### config.mk
export PLATFORM = sky130hd
export DESIGN_NAME = dual_rate_timer
export DESIGN_NICKNAME = d
export VERILOG_FILES = /design/src/rtl/drt_pkg.sv /design/src/rtl/drt_prescale.sv /design/src/rtl/drt_rate_sel.sv /design/src/rtl/drt_count_core.sv /design/src/rtl/drt_regs.sv /design/src/rtl/dual_rate_timer.sv
export SDC_FILE = /design/constraint.sdc
export NUM_CORES = 1
export LEC_CHECK = 0
export ABC_AREA = 1
export BUFFER_PORTS_ARGS = -buffer_cell sky130_fd_sc_hd__buf_2
export CAP_MARGIN = 25
export CORE_MARGIN = 2
export CORE_UTILIZATION = 45
export DETAILED_ROUTE_END_ITERATION = 7
export MAX_ROUTING_LAYER = met4
export PLACE_DENSITY_LB_ADDON = 0.2
export SKIP_CTS_REPAIR_TIMING = 1
export SYNTH_ARGS = -nofsm -noshare
export SYNTH_HDL_FRONTEND = slang
export SYNTH_SLANG_ARGS = --single-unit
### constraint.sdc
create_clock -name clk -period 3.02 [get_ports clk]
set_input_delay 0.302 -clock clk [delete_from_list [all_inputs] [get_ports clk]]
set_output_delay 0.302 -clock clk [all_outputs]
set_load 0.02 [all_outputs]
### src/rtl/drt_pkg.sv
package drt_pkg;

  // Control byte layout; bit positions are software-visible.
  typedef struct packed {
    logic       run;       // bit 7: counting on
    logic       reload;    // bit 6: auto-reload on expiry
    logic [1:0] spare_hi;  // bits 5:4
    logic       fast;      // bit 3: fast tick selected
    logic [2:0] spare_lo;  // bits 2:0
  } drt_cfg_t;

  localparam int unsigned RATE_N = 2;  // index 0 slow, 1 fast

  // Divide ratio from clock and target rate, never below 1.
  function automatic int unsigned div_ratio(input int unsigned clk_hz,
                                            input int unsigned rate_hz);
    int unsigned r;
    r = (rate_hz == 0) ? 1 : clk_hz / rate_hz;
    return (r < 1) ? 1 : r;
  endfunction

endpackage

### src/rtl/drt_prescale.sv
module drt_prescale #(
  parameter int unsigned DIV = 2
) (
  input  logic clk,
  input  logic rst_n,
  output logic tick_o
);
  localparam int unsigned LIM = (DIV > 1) ? DIV - 1 : 0;
  localparam int unsigned PW  = (LIM > 0) ? $clog2(LIM + 1) : 1;

  logic [PW-1:0] phase_q;

  function automatic logic [PW-1:0] phase_next(input logic [PW-1:0] p);
    return (p == PW'(LIM)) ? '0 : p + PW'(1);
  endfunction

  always_ff @(posedge clk or negedge rst_n) begin
    if (!rst_n) phase_q <= '0;
    else        phase_q <= phase_next(phase_q);
  end

  assign tick_o = (phase_q == PW'(LIM));
endmodule

### src/rtl/drt_rate_sel.sv
module drt_rate_sel #(
  parameter int unsigned CLK_HZ  = 100_000_000,
  parameter int unsigned SLOW_HZ = 2000,
  parameter int unsigned FAST_HZ = 512000
) (
  input  logic clk,
  input  logic rst_n,
  input  logic fast_i,
  output logic tick_o
);
  import drt_pkg::*;

  localparam int unsigned SLOW_DIV = div_ratio(CLK_HZ, SLOW_HZ);
  localparam int unsigned FAST_DIV = div_ratio(CLK_HZ, FAST_HZ);

  logic [RATE_N-1:0] ticks_w;

  for (genvar g = 0; g < RATE_N; g++) begin : g_rate
    localparam int unsigned THIS_DIV = (g == 0) ? SLOW_DIV : FAST_DIV;
    drt_prescale #(.DIV(THIS_DIV)) u_ps (
      .clk    (clk),
      .rst_n  (rst_n),
      .tick_o (ticks_w[g])
    );
  end

  assign tick_o = fast_i ? ticks_w[1] : ticks_w[0];
endmodule

### src/rtl/drt_count_core.sv
module drt_count_core #(
  parameter int unsigned CNT_W = 32
) (
  input  logic             clk,
  input  logic             rst_n,
  input  logic             tick_i,
  input  logic             run_i,
  input  logic             reload_i,
  input  logic             load_we_i,
  input  logic [CNT_W-1:0] load_val_i,
  output logic [CNT_W-1:0] count_o,
  output logic [CNT_W-1:0] interval_o,
  output logic             irq_o
);
  logic [CNT_W-1:0] count_q, interval_q, dec_w, after_exp_w;
  logic             step_w, expire_w, irq_q;

  function automatic logic [CNT_W-1:0] step_down(input logic [CNT_W-1:0] v);
    return v - CNT_W'(1);
  endfunction

  function automatic logic [CNT_W-1:0] expiry_value(input logic rl,
                                                    input logic [CNT_W-1:0] iv);
    return rl ? iv : '0;
  endfunction

  assign dec_w       = step_down(count_q);
  assign step_w      = tick_i & run_i;
  assign expire_w    = step_w & ~load_we_i & (dec_w == '0);
  assign after_exp_w = expiry_value(reload_i, interval_q);

  always_ff @(posedge clk or negedge rst_n) begin
    if (!rst_n) begin
      count_q    <= '0;
      interval_q <= '0;
      irq_q      <= 1'b0;
    end else begin
      irq_q <= expire_w;
      if (load_we_i) begin
        count_q    <= load_val_i;
        interval_q <= load_val_i;
      end else if (step_w) begin
        count_q <= expire_w ? after_exp_w : dec_w;
      end
    end
  end

  assign count_o    = count_q;
  assign interval_o = interval_q;
  assign irq_o      = irq_q;
endmodule

### src/rtl/drt_regs.sv
module drt_regs #(
  parameter int unsigned CNT_W = 32
) (
  input  logic             clk,
  input  logic             rst_n,
  input  logic             cfg_we_i,
  input  logic [7:0]       cfg_wdata_i,
  input  logic             rd_sel_i,
  input  logic [CNT_W-1:0] count_i,
  output drt_pkg::drt_cfg_t cfg_o,
  output logic [CNT_W-1:0] rdata_o
);
  drt_pkg::drt_cfg_t cfg_q;

  always_ff @(posedge clk or negedge rst_n) begin
    if (!rst_n)        cfg_q <= '0;
    else if (cfg_we_i) cfg_q <= drt_pkg::drt_cfg_t'(cfg_wdata_i);
  end

  assign cfg_o   = cfg_q;
  assign rdata_o = rd_sel_i ? CNT_W'(cfg_q) : count_i;
endmodule

### src/rtl/dual_rate_timer.sv
module dual_rate_timer #(
  parameter int unsigned CLK_HZ  = 100_000_000,
  parameter int unsigned SLOW_HZ = 2000,
  parameter int unsigned FAST_HZ = 512000,
  parameter int unsigned CNT_W   = 32
) (
  input  logic             clk,
  input  logic             rst_n,
  input  logic             cfg_we,
  input  logic             load_we,
  input  logic [CNT_W-1:0] wdata,
  input  logic             rd_sel,
  output logic [CNT_W-1:0] rdata,
  output logic [CNT_W-1:0] count,
  output logic             irq
);
  drt_pkg::drt_cfg_t cfg_w;
  logic [7:0]        cfg_bits_w;
  logic              tick_w;
  logic [CNT_W-1:0]  interval_w;

  assign cfg_bits_w = cfg_w;

  drt_regs #(.CNT_W(CNT_W)) u_regs (
    .clk         (clk),
    .rst_n       (rst_n),
    .cfg_we_i    (cfg_we),
    .cfg_wdata_i (wdata[7:0]),
    .rd_sel_i    (rd_sel),
    .count_i     (count),
    .cfg_o       (cfg_w),
    .rdata_o     (rdata)
  );

  drt_rate_sel #(.CLK_HZ(CLK_HZ), .SLOW_HZ(SLOW_HZ), .FAST_HZ(FAST_HZ)) u_rate (
    .clk    (clk),
    .rst_n  (rst_n),
    .fast_i (cfg_w.fast),
    .tick_o (tick_w)
  );

  drt_count_core #(.CNT_W(CNT_W)) u_core (
    .clk        (clk),
    .rst_n      (rst_n),
    .tick_i     (tick_w),
    .run_i      (cfg_w.run),
    .reload_i   (cfg_w.reload),
    .load_we_i  (load_we),
    .load_val_i (wdata),
    .count_o    (count),
    .interval_o (interval_w),
    .irq_o      (irq)
  );
endmodule

==> flow_metrics.tcl <==
set metrics [dict create \
    status "finished, violations left" \
    violations "hold timing" \
    cap_violations 0 \
    num_io_pins 102 \
    clock_sinks 97 \
    routed-via-count 6391 \
    syn_nets 981 \
    fin_area_mm2 0.00718 \
    rows 42 \
    layout_min_cycle_time_ns 2.79 \
    grt_first_pass_wirelength_um 30100 \
    dr.pass1.iters 5 \
    endpoint_kind "register" \
    worst_pin_slew_ns 0.741 \
    synth_seq_area_share 0.392 \
    critical_path_arrival_ns 3.08 \
    synth_edf_count 0 \
    power_leakage_uw 0.00375 \
    dp_hpwl_um 13300 \
    setup_viol 0 \
    synthMostInstantiatedCell "nand2_1" \
    holdWs_ns -0.0418 \
    routed_wl_um 18600 \
    synth.cell_area_mm2 0.00620 \
    slew_violations 0 \
    layout.nets 1070 \
    portBuffers 101 \
    post-route-period-util 0.923 \
    yosysWarnings 0 \
    drive_gt1_frac 0.158 \
    grt_pass1_vias 5910 \
    place_congestion 1.03 \
    wire_per_inst_um 15.4 \
    synthCells 939 \
    critical_path_class "register to register" \
    slew_headroom 0.506 \
    drtIter0Drc 526 \
    synth_common_cells "nand2_1 (284), nor2_1 (140), inv_1 (109)" \
    place_area_mm2 0.00687 \
    core_area_mm2 0.0133 \
    crit_fanout 32 \
    synth-seq-cells 97 \
    grt_start_max_net_pins 69 \
    synthArstFlopShare 1.00 \
    powerDensity_mw_per_mm2 515 \
    worstPathRequired_ns 3.32 \
    synth_flop_cell "dfrtp_1" \
    antenna_found_initial 0 \
    fmax_ghz 0.359 \
    route.detailed.drc 0 \
    rr_startpoint "u_core.count_o[0]" \
    ys_top_cells_by_area "dfrtp_1 (39%), nand2_1 (17%), nor2_1 (8.5%)" \
    detail_route.vias_per_cell 5.29 \
    clock_latency_ns 0.36 \
    clock_path_buffers 2 \
    yosys.area.top_type "dfrtp_1" \
    yosysUniqueCellTypes 34 \
    path_clk_slew_ns 0.07 \
    syn_to_final_growth_pct 15.8 \
    critPathLaunch "u_core.count_o[0]" \
    grtUsageTotal 0.269 \
    hp-class "input pin to asynchronous set/reset pin" \
    cts_buffers 9 \
    ant_nets 0 \
    die_h_um 121 \
    synth_top_area_share 0.392 \
    critPathLaunchType "register" \
    hold_viol_final 46 \
    die_w_um 121 \
    rsz0062_at_grt "false" \
    skew_ns 0.0120 \
    clockRootBuffer "clkbuf_16" \
    cts_max_level 3 \
    initial_core_util 0.464 \
    cts_tree "yes" \
    worst-r2r-cell-count 12 \
    tns_ns 0 \
    synth.avg_cell_area_um2 6.60 \
    die_area_mm2 0.0147 \
    max-vdd-ir-drop_mv 0.265 \
    grt_overflow 0 \
    diodes 0 \
]
## cell families after synthesis
logic type,count (synthesis),share of synthesized area
simple gates,571,0.402
xor+xnor,4,0.00565
mux,2,0.00363
compound gates,110,0.0915
buf+inv,150,0.0957
fa+ha+maj,5,0.0101
flops,97,0.392
## through the flow
step	cells	utilization	hold WS (ns)	power [uW]	setup slack, ns
6_report	1209	0.538	-0.0418	3700	0.233
5_1_grt	1209	0.538	0.0187	3890	0.0232
4_1_cts	1209	0.537	-0.0205	3710	0.234
3_5_place_dp	1193	0.515	0.367	2520	0.256
3_3_place_gp	1193	0.515	0.371	2520	0.339
2_1_floorplan	939	-	0.00641	2160	0.709
## worst max-delay path, cell delays in order, from the launching register on
cell	delay [ns]
dfrtp_1	0.43
inv_2	0.13
ha_1	0.21
nand2_2	0.13
nor2_4	0.28
nand3_1	0.19
xor2_2	0.22
nand3_1	0.17
nor2_4	0.17
nand3_4	0.32
a21oi_1	0.27
o21ai_1	0.11
nand2_1	0.07
## where the power goes
group / leakage, uW / total (uW) / internal, uW / switching, uW
Clock: 0.000143 / 1190 / 668 / 523
Combinational: 0.00244 / 942 / 291 / 651
Sequential: 0.00117 / 1570 / 1410 / 156
## sequential cells by signal, summed over array words and instances, names as in the netlist
| register | count |
|---|---|
| u_core.count_o | 32 |
| u_core.interval_o | 32 |
| u_rate.g_rate.u_ps.phase_q | 24 |
| u_regs.cfg_o | 8 |
| u_core.irq_o | 1 |
## layer usage
metal / vias to the layer above / part of all wire / track usage
met4: 0 / 0.021 / 0.0912
met1: 2952 / 0.47 / 0.374
met5: - / 0 / -
met2: 244 / 0.44 / 0.401
met3: 30 / 0.064 / 0.0432
li1: 3165 / - / -
## layout by cell type, fill, tap and decap left out, types with 5 or more instances in the layout
cell,netlist,layout
a21oi_1,65,65
buf_2,6,100
buf_4,0,13
clkbuf_16,0,9
dfrtp_1,97,97
ha_1,5,5
inv_1,109,109
nand2_1,284,284
nand2_2,5,5
nand3_1,74,74
nand4_1,37,37
nor2_1,140,139
nor2_2,7,8
nor2_4,8,8
nor3_1,7,7
o21ai_0,28,28
o21ai_1,8,8
o22ai_1,6,6
## layout make-up
class	count	area (um^2)
inverters	114	428
clock inverters	4	51.3
clock buffers	12	246
flip-flops and latches	97	2430
fillers	1378	6170
multi-input cells	692	3190
repair buffers	114	618
well taps	176	220
## final timing paths
kind                                                    end  slack [ns]
max in group asynchronous              u_core.interval_o[5]        2.34
max reg2reg                               u_core.count_o[0]        0.23
min                                   u_core.interval_o[17]       -0.04
min in group clk                      u_core.interval_o[23]        0.16
min reg2reg                u_rate.g_rate[0].u_ps.phase_q[0]        0.47
max                                       u_core.count_o[0]        0.23
Power figures use the tool's default switching activity.
